## config.mk

```make
export PLATFORM = sky130hd
export DESIGN_NAME = beep_code_player
export DESIGN_NICKNAME = d
export VERILOG_FILES = /design/src/rtl/beep_code_pkg.sv /design/src/rtl/beep_field_split.sv /design/src/rtl/beep_interval_timer.sv /design/src/rtl/beep_sequencer.sv /design/src/rtl/beep_code_player.sv
export SDC_FILE = /design/constraint.sdc
export NUM_CORES = 1
export LEC_CHECK = 0
export BUFFER_PORTS_ARGS = -buffer_cell sky130_fd_sc_hd__buf_2
export CAP_MARGIN = 15
export CORE_UTILIZATION = 45
export CTS_BUF_LIST = sky130_fd_sc_hd__clkbuf_4
export DETAILED_ROUTE_END_ITERATION = 16
export PLACE_DENSITY = 0.64
export SYNTH_ARGS = -nofsm -noshare
export SYNTH_HDL_FRONTEND = slang
export SYNTH_SLANG_ARGS = --single-unit
```

## constraint.sdc

```tcl
create_clock -name clk -period 1.8 [get_ports clk]
set_input_delay 0.36 -clock clk [delete_from_list [all_inputs] [get_ports clk]]
set_output_delay 0.36 -clock clk [all_outputs]
set_load 0.005 [all_outputs]
```

## src/rtl/beep_code_pkg.sv

```systemverilog
// Shared types for the beep code sequencer.
// Assumes: nothing beyond IEEE 1800-2017 enum support.
package beep_code_pkg;

    // Sequencer phases; every output of the block is decoded from these.
    typedef enum logic [2:0] {
        ST_IDLE = 3'd0,   // waiting for a start strobe
        ST_BEEP = 3'd1,   // speaker enabled
        ST_GAP  = 3'd2,   // short pause between beeps of one group
        ST_GGAP = 3'd3,   // long pause after the last beep of a group
        ST_FIN  = 3'd4    // one-cycle completion phase
    } seq_state_e;

endpackage

```

## src/rtl/beep_field_split.sv

```systemverilog
// Splits the code into NUM_GROUPS fields of FIELD_W bits and turns each
// field into a one-based beep count. Entry 0 is the most significant field.
// Assumes: purely combinational; the caller latches the result.
module beep_field_split #(
    parameter int NUM_GROUPS = 4,
    parameter int FIELD_W    = 2,
    localparam int CODE_W    = NUM_GROUPS * FIELD_W,
    localparam int CNT_W     = FIELD_W + 1
) (
    input  logic [CODE_W-1:0]                 code_i,
    output logic [NUM_GROUPS-1:0][CNT_W-1:0]  count_o
);

    // One adder per field: the count is the field value plus one.
    for (genvar g = 0; g < NUM_GROUPS; g++) begin : g_field
        localparam int TOP = CODE_W - 1 - g * FIELD_W;
        assign count_o[g] = {1'b0, code_i[TOP -: FIELD_W]} + CNT_W'(1);
    end

endmodule

```

## src/rtl/beep_interval_timer.sv

```systemverilog
// Down-counter that times one beep or one gap. A load sets the count to
// (duration - 1). expire_o is high during the last cycle of the interval.
// Assumes: the sequencer loads the timer on every phase change.
module beep_interval_timer #(
    parameter int TMR_W = 8
) (
    input  logic             clk,
    input  logic             rst_n,
    input  logic             load_i,
    input  logic [TMR_W-1:0] load_val_i,
    output logic             expire_o
);

    logic [TMR_W-1:0] cnt_q;

    // Count register: reload on request, otherwise count down to zero and hold.
    always_ff @(posedge clk) begin
        if (!rst_n) begin
            cnt_q <= '0;
        end else if (load_i) begin
            cnt_q <= load_val_i;
        end else if (cnt_q != '0) begin
            cnt_q <= cnt_q - TMR_W'(1);
        end
    end

    // The interval ends in the cycle where the count reaches zero.
    assign expire_o = (cnt_q == '0);

endmodule

```

## src/rtl/beep_sequencer.sv

```systemverilog
// State machine that walks the groups and beeps and asks for the matching
// interval from the timer. It latches the counts and the mode when a start
// is accepted.
// Assumes: every duration parameter is at least 1, and the timer's expire
// flag reflects the most recent load.
module beep_sequencer
    import beep_code_pkg::*;
#(
    parameter int NUM_GROUPS    = 4,
    parameter int CNT_W         = 3,
    parameter int TMR_W         = 8,
    parameter int BEEP_CYC      = 4,
    parameter int BEEP_GAP_CYC  = 4,
    parameter int GROUP_GAP_CYC = 8
) (
    input  logic                             clk,
    input  logic                             rst_n,
    input  logic                             start_i,
    input  logic                             single_i,
    input  logic [NUM_GROUPS-1:0][CNT_W-1:0] counts_i,
    input  logic                             expire_i,
    output logic                             tmr_load_o,
    output logic [TMR_W-1:0]                 tmr_val_o,
    output logic                             beep_o,
    output logic                             busy_o,
    output logic                             done_o
);

    localparam int GRP_W = (NUM_GROUPS > 1) ? $clog2(NUM_GROUPS) : 1;
    localparam logic [TMR_W-1:0] LD_BEEP = TMR_W'(BEEP_CYC - 1);
    localparam logic [TMR_W-1:0] LD_GAP  = TMR_W'(BEEP_GAP_CYC - 1);
    localparam logic [TMR_W-1:0] LD_GGAP = TMR_W'(GROUP_GAP_CYC - 1);
    localparam logic [GRP_W-1:0] LAST_GRP = GRP_W'(NUM_GROUPS - 1);

    seq_state_e                       state_q, state_d;
    logic [GRP_W-1:0]                 grp_q, grp_d;
    logic [GRP_W-1:0]                 last_q, last_d;
    logic [CNT_W-1:0]                 left_q, left_d;
    logic [NUM_GROUPS-1:0][CNT_W-1:0] cnts_q, cnts_d;
    logic [GRP_W-1:0]                 grp_nxt;

    // Index of the group that follows the current one.
    assign grp_nxt = grp_q + GRP_W'(1);

    // Next-state logic and timer requests for every phase change.
    always_comb begin
        state_d    = state_q;
        grp_d      = grp_q;
        last_d     = last_q;
        left_d     = left_q;
        cnts_d     = cnts_q;
        tmr_load_o = 1'b0;
        tmr_val_o  = LD_BEEP;
        unique case (state_q)
            ST_IDLE: begin
                if (start_i) begin
                    state_d    = ST_BEEP;
                    cnts_d     = counts_i;
                    grp_d      = '0;
                    last_d     = single_i ? '0 : LAST_GRP;
                    left_d     = single_i ? CNT_W'(1) : counts_i[0];
                    tmr_load_o = 1'b1;
                    tmr_val_o  = LD_BEEP;
                end
            end
            ST_BEEP: begin
                if (expire_i) begin
                    tmr_load_o = 1'b1;
                    if (left_q > CNT_W'(1)) begin
                        state_d   = ST_GAP;
                        left_d    = left_q - CNT_W'(1);
                        tmr_val_o = LD_GAP;
                    end else begin
                        state_d   = ST_GGAP;
                        tmr_val_o = LD_GGAP;
                    end
                end
            end
            ST_GAP: begin
                if (expire_i) begin
                    state_d    = ST_BEEP;
                    tmr_load_o = 1'b1;
                    tmr_val_o  = LD_BEEP;
                end
            end
            ST_GGAP: begin
                if (expire_i) begin
                    if (grp_q == last_q) begin
                        state_d = ST_FIN;
                    end else begin
                        state_d    = ST_BEEP;
                        grp_d      = grp_nxt;
                        left_d     = cnts_q[grp_nxt];
                        tmr_load_o = 1'b1;
                        tmr_val_o  = LD_BEEP;
                    end
                end
            end
            ST_FIN: begin
                state_d = ST_IDLE;
            end
            default: begin
                state_d = ST_IDLE;
            end
        endcase
    end

    // Sequencer registers; reset forces idle and silence at the next edge.
    always_ff @(posedge clk) begin
        if (!rst_n) begin
            state_q <= ST_IDLE;
            grp_q   <= '0;
            last_q  <= '0;
            left_q  <= '0;
            cnts_q  <= '0;
        end else begin
            state_q <= state_d;
            grp_q   <= grp_d;
            last_q  <= last_d;
            left_q  <= left_d;
            cnts_q  <= cnts_d;
        end
    end

    // Output decode straight from the state register, so no glitches.
    assign beep_o = (state_q == ST_BEEP);
    assign busy_o = (state_q != ST_IDLE);
    assign done_o = (state_q == ST_FIN);

endmodule

```

## src/rtl/beep_code_player.sv

```systemverilog
// Top of the beep code sequencer: field split, sequencer and interval timer.
// Assumes: durations are given in clock cycles and are all at least 1;
// start_i is a level sampled at each edge and acted on only while idle.
module beep_code_player #(
    parameter int NUM_GROUPS    = 4,
    parameter int FIELD_W       = 2,
    parameter int BEEP_CYC      = 2_500_000,
    parameter int BEEP_GAP_CYC  = 2_500_000,
    parameter int GROUP_GAP_CYC = 7_500_000,
    localparam int CODE_W       = NUM_GROUPS * FIELD_W
) (
    input  logic              clk,
    input  logic              rst_n,
    input  logic              start_i,
    input  logic              single_i,
    input  logic [CODE_W-1:0] code_i,
    output logic              beep_o,
    output logic              busy_o,
    output logic              done_o
);

    localparam int CNT_W   = FIELD_W + 1;
    localparam int MAX_A   = (BEEP_CYC > BEEP_GAP_CYC) ? BEEP_CYC : BEEP_GAP_CYC;
    localparam int MAX_DUR = (MAX_A > GROUP_GAP_CYC) ? MAX_A : GROUP_GAP_CYC;
    localparam int TMR_W   = (MAX_DUR > 1) ? $clog2(MAX_DUR) : 1;

    logic [NUM_GROUPS-1:0][CNT_W-1:0] counts;
    logic                             tmr_load;
    logic [TMR_W-1:0]                 tmr_val;
    logic                             tmr_expire;

    // Field split: per-group one-based beep counts.
    beep_field_split #(
        .NUM_GROUPS (NUM_GROUPS),
        .FIELD_W    (FIELD_W)
    ) u_split (
        .code_i  (code_i),
        .count_o (counts)
    );

    // Sequencer: phases, group and beep bookkeeping.
    beep_sequencer #(
        .NUM_GROUPS    (NUM_GROUPS),
        .CNT_W         (CNT_W),
        .TMR_W         (TMR_W),
        .BEEP_CYC      (BEEP_CYC),
        .BEEP_GAP_CYC  (BEEP_GAP_CYC),
        .GROUP_GAP_CYC (GROUP_GAP_CYC)
    ) u_seq (
        .clk        (clk),
        .rst_n      (rst_n),
        .start_i    (start_i),
        .single_i   (single_i),
        .counts_i   (counts),
        .expire_i   (tmr_expire),
        .tmr_load_o (tmr_load),
        .tmr_val_o  (tmr_val),
        .beep_o     (beep_o),
        .busy_o     (busy_o),
        .done_o     (done_o)
    );

    // Interval timer shared by beeps and both kinds of gap.
    beep_interval_timer #(
        .TMR_W (TMR_W)
    ) u_tmr (
        .clk        (clk),
        .rst_n      (rst_n),
        .load_i     (tmr_load),
        .load_val_i (tmr_val),
        .expire_o   (tmr_expire)
    );

endmodule

```

# ---- Word level (Yosys, flattened, before mapping)
# Index checks and enable logic that the tools add are counted.
dict set report classes {
  magnitude_cmp 2
  n_reduce_logical 12
  n_addsub 7
  muxes 31
  n_eq_ne 11
}
# cell count
set ops {}
lappend ops {{2-to-1 mux 23 bit} 5}
lappend ops {{2-to-1 mux 3 bit} 12}
lappend ops {{zero test 23 bit} 1}
lappend ops {{nonzero test 23 bit} 1}
lappend ops {{subtractor 23 x 1 -> 23 bit, second input constant} 1}
lappend ops {{adder 2 x 1 -> 3 bit, second input constant} 4}
lappend ops {{one-hot mux 3 bit (4 select lines)} 1}
lappend ops {{one-hot mux 3 bit (3 select lines)} 1}
lappend ops {{2-to-1 mux 2 bit} 4}
lappend ops {{!= test 2 bit, second input constant} 4}
lappend ops {{AND reduction 4 bit} 2}
lappend ops {{binary-select mux 3 bit (select 2 bit)} 1}
lappend ops {{equality test 3 x 2 -> 1 bit, second input constant} 2}
lappend ops {{AND reduction 6 bit} 1}
lappend ops {{nonzero test 3 bit} 2}
lappend ops {{2-to-1 mux 1 bit} 5}
lappend ops {{!= test 2 x 1 -> 1 bit, second input constant} 2}
lappend ops {{one-hot mux 2 bit (2 select lines)} 1}
lappend ops {{nonzero test 2 bit} 2}
lappend ops {{equality test 3 x 1 -> 1 bit, second input constant} 1}
lappend ops {{equality test 3 bit, second input constant} 1}
lappend ops {{> comparator 3 x 1 -> 1 bit, second input constant} 1}
lappend ops {{zero test 3 bit} 1}
lappend ops {{less-than comparator 2 x 3 -> 1 bit, second input constant} 1}
lappend ops {{6 further kinds} 6}
dict set report word_totals {
  output_inout_bits 3
  wordCells 72
  regBits 45
}

# ---- Longest topological paths before layout
# Gate-level depths: netlist (run 1).
dict set report depth {
  word_depth 6
  ltp_mapped 8
}

# ---- Modules after synthesis
# Synthesis (run 1) repeated with hierarchy kept, for this count alone.
dict set report unflattened {
  hier_cells 329
  hier_area_um2 2680.1
}
# module seq_area_each_um2 n_inst area_each_um2 cells_each
set modules_own_cells {}
lappend modules_own_cells {beep_sequencer 420.4 1 1325.0 161}
lappend modules_own_cells {beep_interval_timer 460.4 1 1290.0 160}
lappend modules_own_cells {beep_field_split 0.0 1 65.1 8}

# ---- Worst setup path before layout (run 1)
# Ideal clock, no wire load.
dict set report synth_path {
  path_kind {reg2reg}
  start {register u_tmr.cnt_q[0]}
  end {register u_tmr.cnt_q[10]}
  path_slack_ps -146
  stages_incl_launch_ff 8
  path_buffers 1
  arrival_ps 1814
  period_less_slack_ps 1946
  setup_time_ps 133
  cell_sequence {dfxtp_1 -> inv_1 -> ha_1 -> or3b_2 -> clkbuf_1 -> or4_4 -> mux2i_1 -> a21boi_1}
}
dict set report synth_between {
  elab_chain_cells 4
}
# item line
set synth_lines {}
lappend synth_lines {{from (decl)} beep_interval_timer.sv:14} ;# logic [TMR_W-1:0] cnt_q;
lappend synth_lines {{from (signal assigned)} beep_interval_timer.sv:21} ;# cnt_q <= load_val_i;
lappend synth_lines {{from (signal assigned)} beep_interval_timer.sv:23} ;# cnt_q <= cnt_q - TMR_W'(1);
lappend synth_lines {{parallel branches: the longest is 4 deep, another holds subtractor 23 x 1 -> 23 bit} n/a}
# Several ways; the timed one is not identified. The select of a mux whose other input is x is not followed.
# A chain may end at the register's enable or synchronous reset.

# ---- Final worst setup path (run 1)
dict set report layout_path {
  start {register u_tmr.cnt_q[5]}
  end {register u_tmr.cnt_q[0]}
}
dict set report layout_between {
  elab_chain_cells 4
}
# item line
set layout_lines {}
lappend layout_lines {{zero test 23 bit} beep_interval_timer.sv:28} ;# assign expire_o = (cnt_q == '0);
lappend layout_lines {{2-to-1 mux 1 bit, or another cell as far along} beep_sequencer.sv:87} ;# if (expire_i) begin
lappend layout_lines {{one-hot mux 1 bit (3 select lines) or 2-to-1 mux 23 bit (tied branches)} n/a}
lappend layout_lines {{2-to-1 mux 23 bit or nonzero test 2 bit (tied branches)} n/a}
# Several ways; a longest one is shown, not always the timed one.

==> impl_metrics.ini, run 1 <==
[floorplan]
initial_core_util_pct = 47.6
die_x_um = 76.0
core.rowCount = 26
core_um2 = 5170
die_y_um = 76.0
die_area_um2 = 5770
ios = 15

[setup_path]
worst-setup-path-type = reg -> reg
crit_required_ns = 2.02
critPathCaptureType = register
critPathMaxStageDelay_ns = 0.36
critPathArrivalTime_ns = 2.04
critPathMostFrequentCell = buf_4
worst_path_max_delay_cell = dfxtp_2
reg2reg_setup_slack_ns = -0.01
r2r.worst_path.cells = 8
worst-path-buf-inv = 3
cp_max_fo = 18
r2r_end = u_tmr.cnt_q[0]$_SDFFE_PN0P_
path_cells = nor4_4, buf_4, nand4_2, buf_12, nor2_2, buf_4, xnor2_1, a21boi_1
startpoint_type = register
r2r_start = u_tmr.cnt_q[5]$_SDFFE_PN0P_
crit_family = simple AND/OR/NAND/NOR gates

[synth]
synthArstFlopShare_pct = 0
seq_area_frac_synth_pct = 35.8
synth_top_area_share_pct = 35.8
synth-main-ff-cell = dfxtp_1
synth-edff-count = 0
synth_top_cells_by_count = dfxtp_1, nand2_1, nor2_1, o21ai_0, clkbuf_1
synth_top_family_by_area = simple AND/OR/NAND/NOR gates
synth_top_area_cell = dfxtp_1
synth-simple-area-share_pct = 24.6
synth.area.top_cells = dfxtp_1, nand2_1, ha_1
synth_cells = 289
synth_nets = 309
synthXorXnorAreaFrac_pct = 5.69
synth-compound-area-share_pct = 20.4
yosysWarnings = 0
syn-cell-area_um2 = 2460
post_synth_fa_ha_maj_area_fraction_pct = 4.07
synth.distinct_cells = 54
synthMuxAreaShare_pct = 5.64
synth.most_common_cell = dfxtp_1
syn_area_per_cell_um2 = 8.52
synth.ff_latch_count = 44

[layout]
final_nets = 376
stdcell_area_um2 = 3300
layout-drive-gt1-share_pct = 36.8
area_growth_pct = 33.9
final_util_pct = 63.7
antenna-diode-count = 0
fillCellCount = 439

[timing]
finalCriticalPeriod_ns = 1.81
timing.final.crit_share_pct = 101
skew_ns = 0.0161
fin_tns_setup_ns = -0.0123
hold_viol_final = 0
finalWorstSetupSlack_ns = -0.0123
rsz0062_at_grt = true
setup-violations-final = 1
relSlewSlack_pct = 78.5
maxSlewViolCount = 0
worstMarginPinSlew_ns = 0.322
fmax_ghz = 0.552

[global_routing]
grt_max_degree = 21
grt_usage_pct = 22.6
antenna_found_initial = 0
grt_pass1_vias = 2327
grt_pass1_wl_um = 10700
globalRouteOverflowTotal = 0

[pwr]
peakVddDrop_mv = 0.356
clkPwrFrac_pct = 18.0
sequentialPowerShare_pct = 45.5
p_switching_uw = 834
p_sw_share_pct = 33.4
pwr_density_cell_nw_per_um2 = 757
power_frac_comb_pct = 36.5
power.leakage_nw = 1.33
cellInternalPower_mw = 1.66
finalPower_mw = 2.49

[run_status]
violations = negative setup slack
run_status = finished, violations left

[clock_tree]
clockBufferDepth = 2
cts-root-buf = clkbuf_4
cts_sinks = 44
cts_tree = yes
cts_made_buffers = 5
insertion_delay_ns = 0.36
cts.clk_slew.worst_paths_ns = 0.14
htreeDepth = 2

[worst_hold_path]
hold_depth = 3
min_to = u_seq.state_q[2]$_SDFFE_PN0P_
hp-start = start_i
min_path_type = in -> reg

[detailed_routing]
final_antenna_net_count = 0
drcViolationCount = 0
viasPerCell = 5.50
dr.pass1.iters = 4
post_drt_wl_per_cell_um = 14.6
wl_um = 6220
drt_iter0_drc = 96
vias = 2341

[placed_design]
detailed_place_hpwl_um = 4390
place_ws_ns = -0.283
gp_congestion = 0.846
place_area_um2 = 3030
portBuffers = 14

[run]
maxCapViolCount = 0
worst register-to-register path, cell delays in order (launching register included):
cell and delay [ns]:
dfxtp_2 0.36, nor4_4 0.33, buf_4 0.17, nand4_2 0.13, buf_12 0.19, nor2_2 0.13
buf_4 0.15, xnor2_1 0.14, a21boi_1 0.10
metal layers:
layer,GRT usage [%],routed length (µm),vias to the layer above
li1,-,-,1181
met1,30.4,3050,1102
met2,37.3,2860,52
met3,3.11,255,6
met4,7.50,54,0
met5,0,0,-
layout make-up:
cell class / count / area [µm²] / share of cell area (%)
clock inverter: 2 / 7.51 / 0.228
multi-input combinational: 221 / 1660 / 50.4
tap: 70 / 87.6 / 2.66
inverter: 7 / 26.3 / 0.797
timing repair buffer: 77 / 591 / 17.9
sequential: 44 / 887 / 26.9
clock buffer: 5 / 37.5 / 1.14
cells in the final DEF (no fill, tap or decap), types with 3 or more instances in the layout:
cell type | Yosys | routed
o21ai_2 | 1 | 4
clkbuf_4 | 0 | 5
nor2_4 | 0 | 3
ha_1 | 8 | 7
nand3b_1 | 4 | 4
buf_6 | 0 | 6
or4_4 | 1 | 4
nor2_2 | 1 | 3
nor3_2 | 1 | 5
nand3_1 | 5 | 5
nor4_4 | 1 | 3
mux4_2 | 3 | 3
a21boi_1 | 5 | 7
nor3_1 | 10 | 4
a21boi_0 | 13 | 11
dfxtp_1 | 44 | 39
nand2b_1 | 3 | 3
o211ai_1 | 4 | 4
mux2i_1 | 6 | 6
a21oi_1 | 13 | 12
nor2_1 | 23 | 18
xnor2_1 | 7 | 7
xor2_1 | 9 | 9
o21ai_0 | 20 | 13
o21ai_1 | 0 | 4
dfxtp_2 | 0 | 5
inv_1 | 7 | 5
o211a_1 | 5 | 5
or3_1 | 3 | 3
buf_4 | 0 | 55
nand2_1 | 35 | 34
buf_2 | 3 | 14
stage by stage:
step | instances | hold WS (ns)
2_1_floorplan | 289 | 0.440
3_3_place_gp | 415 | 0.450
3_5_place_dp | 415 | 0.459
4_1_cts | 423 | 0.267
5_1_grt | 426 | 0.281
6_report | 426 | 0.269
sequential cells by signal, indices dropped and copies added, names as in the netlist:
register,cells
u_seq.state_q,3
u_seq.last_q,1
u_seq.grp_q,2
u_tmr.cnt_q,23
u_seq.cnts_q,12
u_seq.left_q,3
power groups by stage:
stage	sequential (mW)	combinational (mW)	clock [mW]
5_1_grt	1.15	0.994	0.507
2_1_floorplan	1.14	0.446	0
3_5_place_dp	1.14	0.774	0
6_report	1.14	0.910	0.449
4_1_cts	1.13	0.823	0.463
3_3_place_gp	1.14	0.764	0
worst max path at each step:
stage / depth (start not counted) / slack (ns) / to / from
final: 8 / -0.01 / u_tmr.cnt_q[0]$_SDFFE_PN0P_ / u_tmr.cnt_q[5]$_SDFFE_PN0P_
after global routing: 8 / -0.05 / u_tmr.cnt_q[0]$_SDFFE_PN0P_ / u_tmr.cnt_q[5]$_SDFFE_PN0P_
after CTS: 6 / -0.03 / u_tmr.cnt_q[15]$_SDFFE_PN0P_ / u_tmr.cnt_q[0]$_SDFFE_PN0P_
after detailed placement: 7 / -0.28 / u_tmr.cnt_q[22]$_SDFFE_PN0P_ / u_seq.left_q[1]$_SDFFE_PN0P_
after global placement: 7 / -0.23 / u_tmr.cnt_q[6]$_SDFFE_PN0P_ / u_seq.left_q[1]$_SDFFE_PN0P_
after floorplan: 7 / 0.005 / u_tmr.cnt_q[3]$_SDFFE_PN0P_ / u_tmr.cnt_q[0]$_SDFFE_PN0P_
timing repair:
action                                 in CTS  in global routing
setup buffers                               1                  4
gates resized for setup                    16                 37
hold buffers                                0                  0
setup endpoints to repair                  28                 29
endpoints found under the hold margin       0                  0
pin swaps                                   3                  8
logic make-up after synthesis:
logic type                 count (synthesis)
xor gates and xnor gates                  16
AOI/OAI and AO/OA                         75
buffers and inverters                     24
adders and majority gates                  8
and+or+nand+nor                          112
DFF                                       44
muxes                                     10
Note: power is estimated with default switching activity, not from simulation.
==> run 2: changes to the inputs <==
Settings changed: TNS_END_PERCENT set to 30.
==> run 2 against run 1 <==
  * The run still ends with negative setup slack left
  * Die area is the same
  * Clock power up 39%
  * Count of clock-buffer cells in the layout stayed put
  * Via count is 0.13% lower
  * Sequential power is essentially flat
  * Non-clock buffer count fell by 2
  * Critical path type unchanged
  * Critical endpoint is now u_tmr.cnt_q[15]$_SDFFE_PN0P_
  * Largest cell class unchanged
==> impl_metrics.ini, run 2 (synthesized netlist as in run 1, its figures left out) <==
[floorplan]
die_x_um = 76.0
core_um2 = 5170
initial_core_util_pct = 47.6
die_area_um2 = 5770
core.rowCount = 26
ios = 15
die_y_um = 76.0

[run_status]
violations = negative setup slack
run_status = finished, violations left

[layout]
largest_reg_flops = 23
fin_cells = 425
final_util_pct = 63.9
fillCellCount = 449
final_common_cell = buf_4
layout-drive-gt1-share_pct = 38.0
area_growth_pct = 34.2
final_cell_mix = buf_4, dfxtp_1, nand2_1
max_flop_register = u_tmr.cnt_q
top_regs = u_tmr.cnt_q: 23 flops, u_seq.cnts_q: 12 flops
final_nets = 374
antenna-diode-count = 0

[global_routing]
globalRouteOverflowTotal = 0
grt_usage_pct = 22.8
grt_pass1_wl_um = 10500
grt_pass1_vias = 2216
antenna_found_initial = 0
grt_max_degree = 21

[detailed_routing]
post_drt_wl_per_cell_um = 14.9
vias = 2338
dr.pass1.iters = 4
drcViolationCount = 0
drt_iter0_drc = 129
wl_um = 6340
viasPerCell = 5.50
final_antenna_net_count = 0

[pwr]
power_frac_comb_pct = 33.2
p_sw_share_pct = 32.3
cellInternalPower_mw = 1.78
p_switching_uw = 853
power.leakage_nw = 1.32
pwr_density_cell_nw_per_um2 = 798
clkPwrFrac_pct = 23.6
sequentialPowerShare_pct = 43.2
peakVddDrop_mv = 0.381

[placed_design]
detailed_place_hpwl_um = 4490
portBuffers = 14
dp.cells = 413
gp_congestion = 0.804
place_ws_ns = -0.295

[clock_tree]
cts_tree = yes
cts.clk_slew.worst_paths_ns = 0.13
insertion_delay_ns = 0.36
cts_made_buffers = 5
cts-root-buf = clkbuf_4
htreeDepth = 2
cts_sinks = 44
clockBufferDepth = 2

[setup_path]
critPathMaxStageDelay_ns = 0.61
path_cells = buf_4, or4_4, nor4_4, o21ai_2, o41ai_2, a21oi_1
worst-setup-path-type = reg -> reg
critPathCaptureType = register
startpoint_type = register
cp_max_fo = 5
critPathArrivalTime_ns = 2.09
crit_required_ns = 2.05
worst_path_max_delay_cell = or4_4

[timing]
setup-violations-final = 5
finalWorstSetupSlack_ns = -0.0342
skew_ns = 0.0126
maxSlewViolCount = 0
hold_viol_final = 0
rsz0062_at_grt = true
finalCriticalPeriod_ns = 1.83
fin_tns_setup_ns = -0.0831
timing.final.crit_share_pct = 102
fmax_ghz = 0.545
relSlewSlack_pct = 78.4
worstMarginPinSlew_ns = 0.324

[worst_hold_path]
min_path_type = in -> reg

[run]
maxCapViolCount = 0
## run 2: cell count changes in the layout (fill, tap and decap cells not counted), sizes merged
| cell | change |
|---|---|
| buf | -2 |
| clkinvlp | +1 |
| clkinv | -1 |
| bufinv | +1 |
## run 2: power by group through the flow
| stage | Sequential [mW] | Combinational, mW | Clock (mW) |
|---|---|---|---|
| global placement | 1.14 | 0.741 | 0 |
| detailed placement | 1.14 | 0.749 | 0 |
| CTS | 1.12 | 0.811 | 0.637 |
| floorplan | 1.14 | 0.445 | 0 |
| finish | 1.14 | 0.876 | 0.622 |
| global route | 1.15 | 0.953 | 0.680 |
## run 2: final cells by class
class / instances / area [µm²] / share of cell area, %
Timing Repair Buffer: 75 / 539 / 16.3
Multi-Input combinational cell: 221 / 1680 / 50.9
Sequential cell: 44 / 890 / 26.9
Inverter: 7 / 26.3 / 0.795
Clock inverter: 3 / 42.5 / 1.29
Tap cell: 70 / 87.6 / 2.65
Clock buffer: 5 / 37.5 / 1.14
## run 2: path summary, 6_finish.rpt
check / startpoint / end / slack [ns] / cells past startpoint
max: u_tmr.cnt_q[0]$_SDFFE_PN0P_ / u_tmr.cnt_q[15]$_SDFFE_PN0P_ / -0.03 / 6
min: start_i / u_seq.state_q[2]$_SDFFE_PN0P_ / 0.26 / 3
max reg2reg: u_tmr.cnt_q[0]$_SDFFE_PN0P_ / u_tmr.cnt_q[15]$_SDFFE_PN0P_ / -0.03 / 6
min reg2reg: u_seq.cnts_q[4]$_SDFFE_PN0P_ / u_seq.cnts_q[4]$_SDFFE_PN0P_ / 0.47 / 2
## run 2: per-stage QoR
stage	hold slack [ns]	cell area [µm²]	total power [mW]
final	0.261	3310	2.64
after global routing	0.259	3310	2.79
after detailed placement	0.459	3000	1.89
after floorplan	0.440	2500	1.59
after global placement	0.450	3000	1.88
after CTS	0.256	3180	2.57
## run 2: metal layers
metal	track usage, %	part of all wire, %	up-vias
met3	4.67	3.6	6
li1	-	-	1180
met2	35.2	46	49
met1	31.1	49	1103
met4	8.85	1.1	0
met5	0	0	-
## run 2: what timing repair did
| action | CTS | global route |
|---|---|---|
| setup endpoints to repair | 26 | 28 |
| hold buffers | 0 | 0 |
| setup buffers | 3 | 1 |
| pin swaps | 3 | 5 |
| resized for setup | 20 | 33 |
## run 2: critical path: cells and delay by family (launching register included)
family / cells / cell delay [ns]
AO/OA/AOI/OAI: 3 / 0.44
flip-flops: 1 / 0.35
AND/OR/NAND/NOR: 2 / 0.80
buffers and inverters: 1 / 0.13
==> run 3: changes to the inputs <==
Settings changed: CTS_BUF_LIST sky130_fd_sc_hd__clkbuf_4 to unset.
==> run 3 against run 2 <==
  * The flow still finishes with violations (negative setup slack)
  * Wire length up 0.68%
  * Non-clock buffer count rose by 3
  * Final area rose by 2.4%
  * Global-route usage fell by 0.21 points
  * Clock power grew 22%
  * Clock skew shrank 0.0061 ns
  * Count of clock-buffer cells in the layout did not move
  * Critical path depth did not move
  * Flip-flop and latch count stayed put
  * Utilization up 1.5 points
  * Sequential power is essentially flat
  * Sequential share of layout area shrank 0.66 points
==> impl_metrics.ini, run 3 (synthesized netlist as in run 1, its figures left out) <==
[global_routing]
grt_max_degree = 21
antenna_found_initial = 0
grt_pass1_wl_um = 10500
globalRouteOverflowTotal = 0
grt_pass1_vias = 2251
grt_usage_pct = 22.6

[setup_path]
worst_path_max_delay_cell = or4_4
critPathArrivalTime_ns = 1.99
crit_required_ns = 1.99
cp_num_cells = 6
cp_max_fo = 5
r2r_start = u_tmr.cnt_q[0]$_SDFFE_PN0P_
reg2reg_setup_slack_ns = -0.001
crit_family = simple AND/OR/NAND/NOR gates
crit_end = u_tmr.cnt_q[15]$_SDFFE_PN0P_
critPathCaptureType = register
r2r_end = u_tmr.cnt_q[15]$_SDFFE_PN0P_
worst-path-buf-inv = 1
worst-setup-path-type = reg -> reg
path_cells = buf_6, or4_4, nor4_4, o21ai_4, o41ai_2, a21oi_1
r2r.worst_path.cells = 6
startpoint_type = register
cp-startpoint = u_tmr.cnt_q[0]$_SDFFE_PN0P_
critPathMaxStageDelay_ns = 0.59

[floorplan]
core_um2 = 5170
core.rowCount = 26
initial_core_util_pct = 47.6
ios = 15
die_area_um2 = 5770
die_x_um = 76.0
die_y_um = 76.0

[detailed_routing]
vias = 2344
final_antenna_net_count = 0
wl_um = 6390
post_drt_wl_per_cell_um = 14.9
drcViolationCount = 0
viasPerCell = 5.48
dr.pass1.iters = 4
drt_iter0_drc = 132

[placed_design]
portBuffers = 14
detailed_place_hpwl_um = 4490
dp.cells = 413
gp_congestion = 0.804
place_area_um2 = 3000

[clock_tree]
htreeDepth = 2
cts.clk_slew.worst_paths_ns = 0.09
cts_hold_buffers = 0
insertion_delay_ns = 0.30
cts_made_buffers = 5
cts_sinks = 44
cts_tree = yes
clockBufferDepth = 2
cts-root-buf = clkbuf_8

[timing]
finalWorstSetupSlack_ns = -0.00100
rsz0062_at_grt = true
worstMarginPinSlew_ns = 0.314
skew_ns = 0.00647
maxSlewViolCount = 0
hold_viol_final = 0
timing.final.crit_share_pct = 100
fmax_ghz = 0.555
relSlewSlack_pct = 79.1
finalCriticalPeriod_ns = 1.80
setup-violations-final = 1

[worst_hold_path]
min_path_type = in -> reg

[pwr]
power.leakage_nw = 1.37
sequentialPowerShare_pct = 40.4
clkPwrFrac_pct = 26.8
pwr_density_cell_nw_per_um2 = 832
p_switching_uw = 877
power_frac_comb_pct = 32.7
p_sw_share_pct = 31.1
peakVddDrop_mv = 0.440
cellInternalPower_mw = 1.94
finalPower_mw = 2.82

[run]
maxCapViolCount = 0

[layout]
layout-drive-gt1-share_pct = 36.3
area_growth_pct = 37.4
stdcell_area_um2 = 3380
final_cell_mix = buf_4, dfxtp_1, nand2_1
max_flop_register = u_tmr.cnt_q
final_common_cell = buf_4
final_nets = 377
top_regs = u_tmr.cnt_q: 23 flops, u_seq.cnts_q: 12 flops
fillCellCount = 429
fin_cells = 428
largest_reg_flops = 23
antenna-diode-count = 0

[run_status]
violations = negative setup slack
run_status = finished, violations left
## run 3: changes by cell type in the layout (fill, tap and decap cells not counted), moves of 3 or more
cell	previous run	this run
buf_6	3	7
clkbuf_4	5	0
buf_4	58	55
nor2_1	19	22
clkbuf_8	0	5
nor2_2	4	1
## run 3: how the worst min path moves through the flow
| stage | cells after the start | end | slack (ns) | start |
|---|---|---|---|---|
| 2_1_floorplan | 2 | u_seq.cnts_q[10]$_SDFFE_PN0P_ | 0.44 | u_seq.cnts_q[10]$_SDFFE_PN0P_ |
| 3_3_place_gp | 2 | u_seq.cnts_q[4]$_SDFFE_PN0P_ | 0.45 | u_seq.cnts_q[4]$_SDFFE_PN0P_ |
| 3_5_place_dp | 2 | u_seq.cnts_q[4]$_SDFFE_PN0P_ | 0.46 | u_seq.cnts_q[4]$_SDFFE_PN0P_ |
| 4_1_cts | 3 | u_seq.state_q[2]$_SDFFE_PN0P_ | 0.34 | start_i |
| 5_1_grt | 3 | u_seq.cnts_q[6]$_SDFFE_PN0P_ | 0.35 | code_i[2] |
| 6_report | 3 | u_seq.state_q[2]$_SDFFE_PN0P_ | 0.33 | start_i |
## run 3: layout make-up
cell class              count  area, µm²  area share (%)
clock buffers               5       68.8            2.03
flip-flops and latches     44        888            26.2
multi-input cells         221       1670            49.3
well taps                  70       87.6            2.59
repair buffers             78        602            17.8
clock inverters             3       42.5            1.26
inverters                   7       26.3           0.776
## run 3: worst min-delay path, stage by stage
cell	delay, ns
buf_2	0.09
a211oi_1	0.06
nor2_1	0.08
## run 3: what timing repair did
item	CTS	global route
resized for setup	17	34
cloned	0	1
buffers inserted	3	4
pin swaps	1	7
endpoints found under the setup margin	26	30
hold endpoints to repair	0	0
## run 3: routing by layer
metal  up-vias  track usage, %  share of wire, %
met4         0            9.04               1.5
met5         -               0                 0
met3         6            4.19               4.4
met2        63            35.1                46
li1       1181               -                 -
met1      1094            30.8                48
## run 3: power groups by stage
stage | Combinational, mW | Sequential (mW) | Clock [mW]
final | 0.922 | 1.14 | 0.756
after global routing | 1.00 | 1.15 | 0.817
after CTS | 0.795 | 1.12 | 0.767
after detailed placement | 0.749 | 1.14 | 0
after global placement | 0.741 | 1.14 | 0
after floorplan | 0.445 | 1.14 | 0
## run 3: metrics by stage
stage	TNS (ns)	hold WS, ns	setup slack, ns	utilization (%)
finish	-0.00100	0.334	-0.00100	65.4
global route	-1.50	0.345	-0.102	65.4
CTS	-0.0606	0.335	-0.0328	61.8
detailed placement	-3.79	0.459	-0.295	58.0
global placement	-2.38	0.450	-0.220	58.0
floorplan	-0.00113	0.440	-0.00113	-
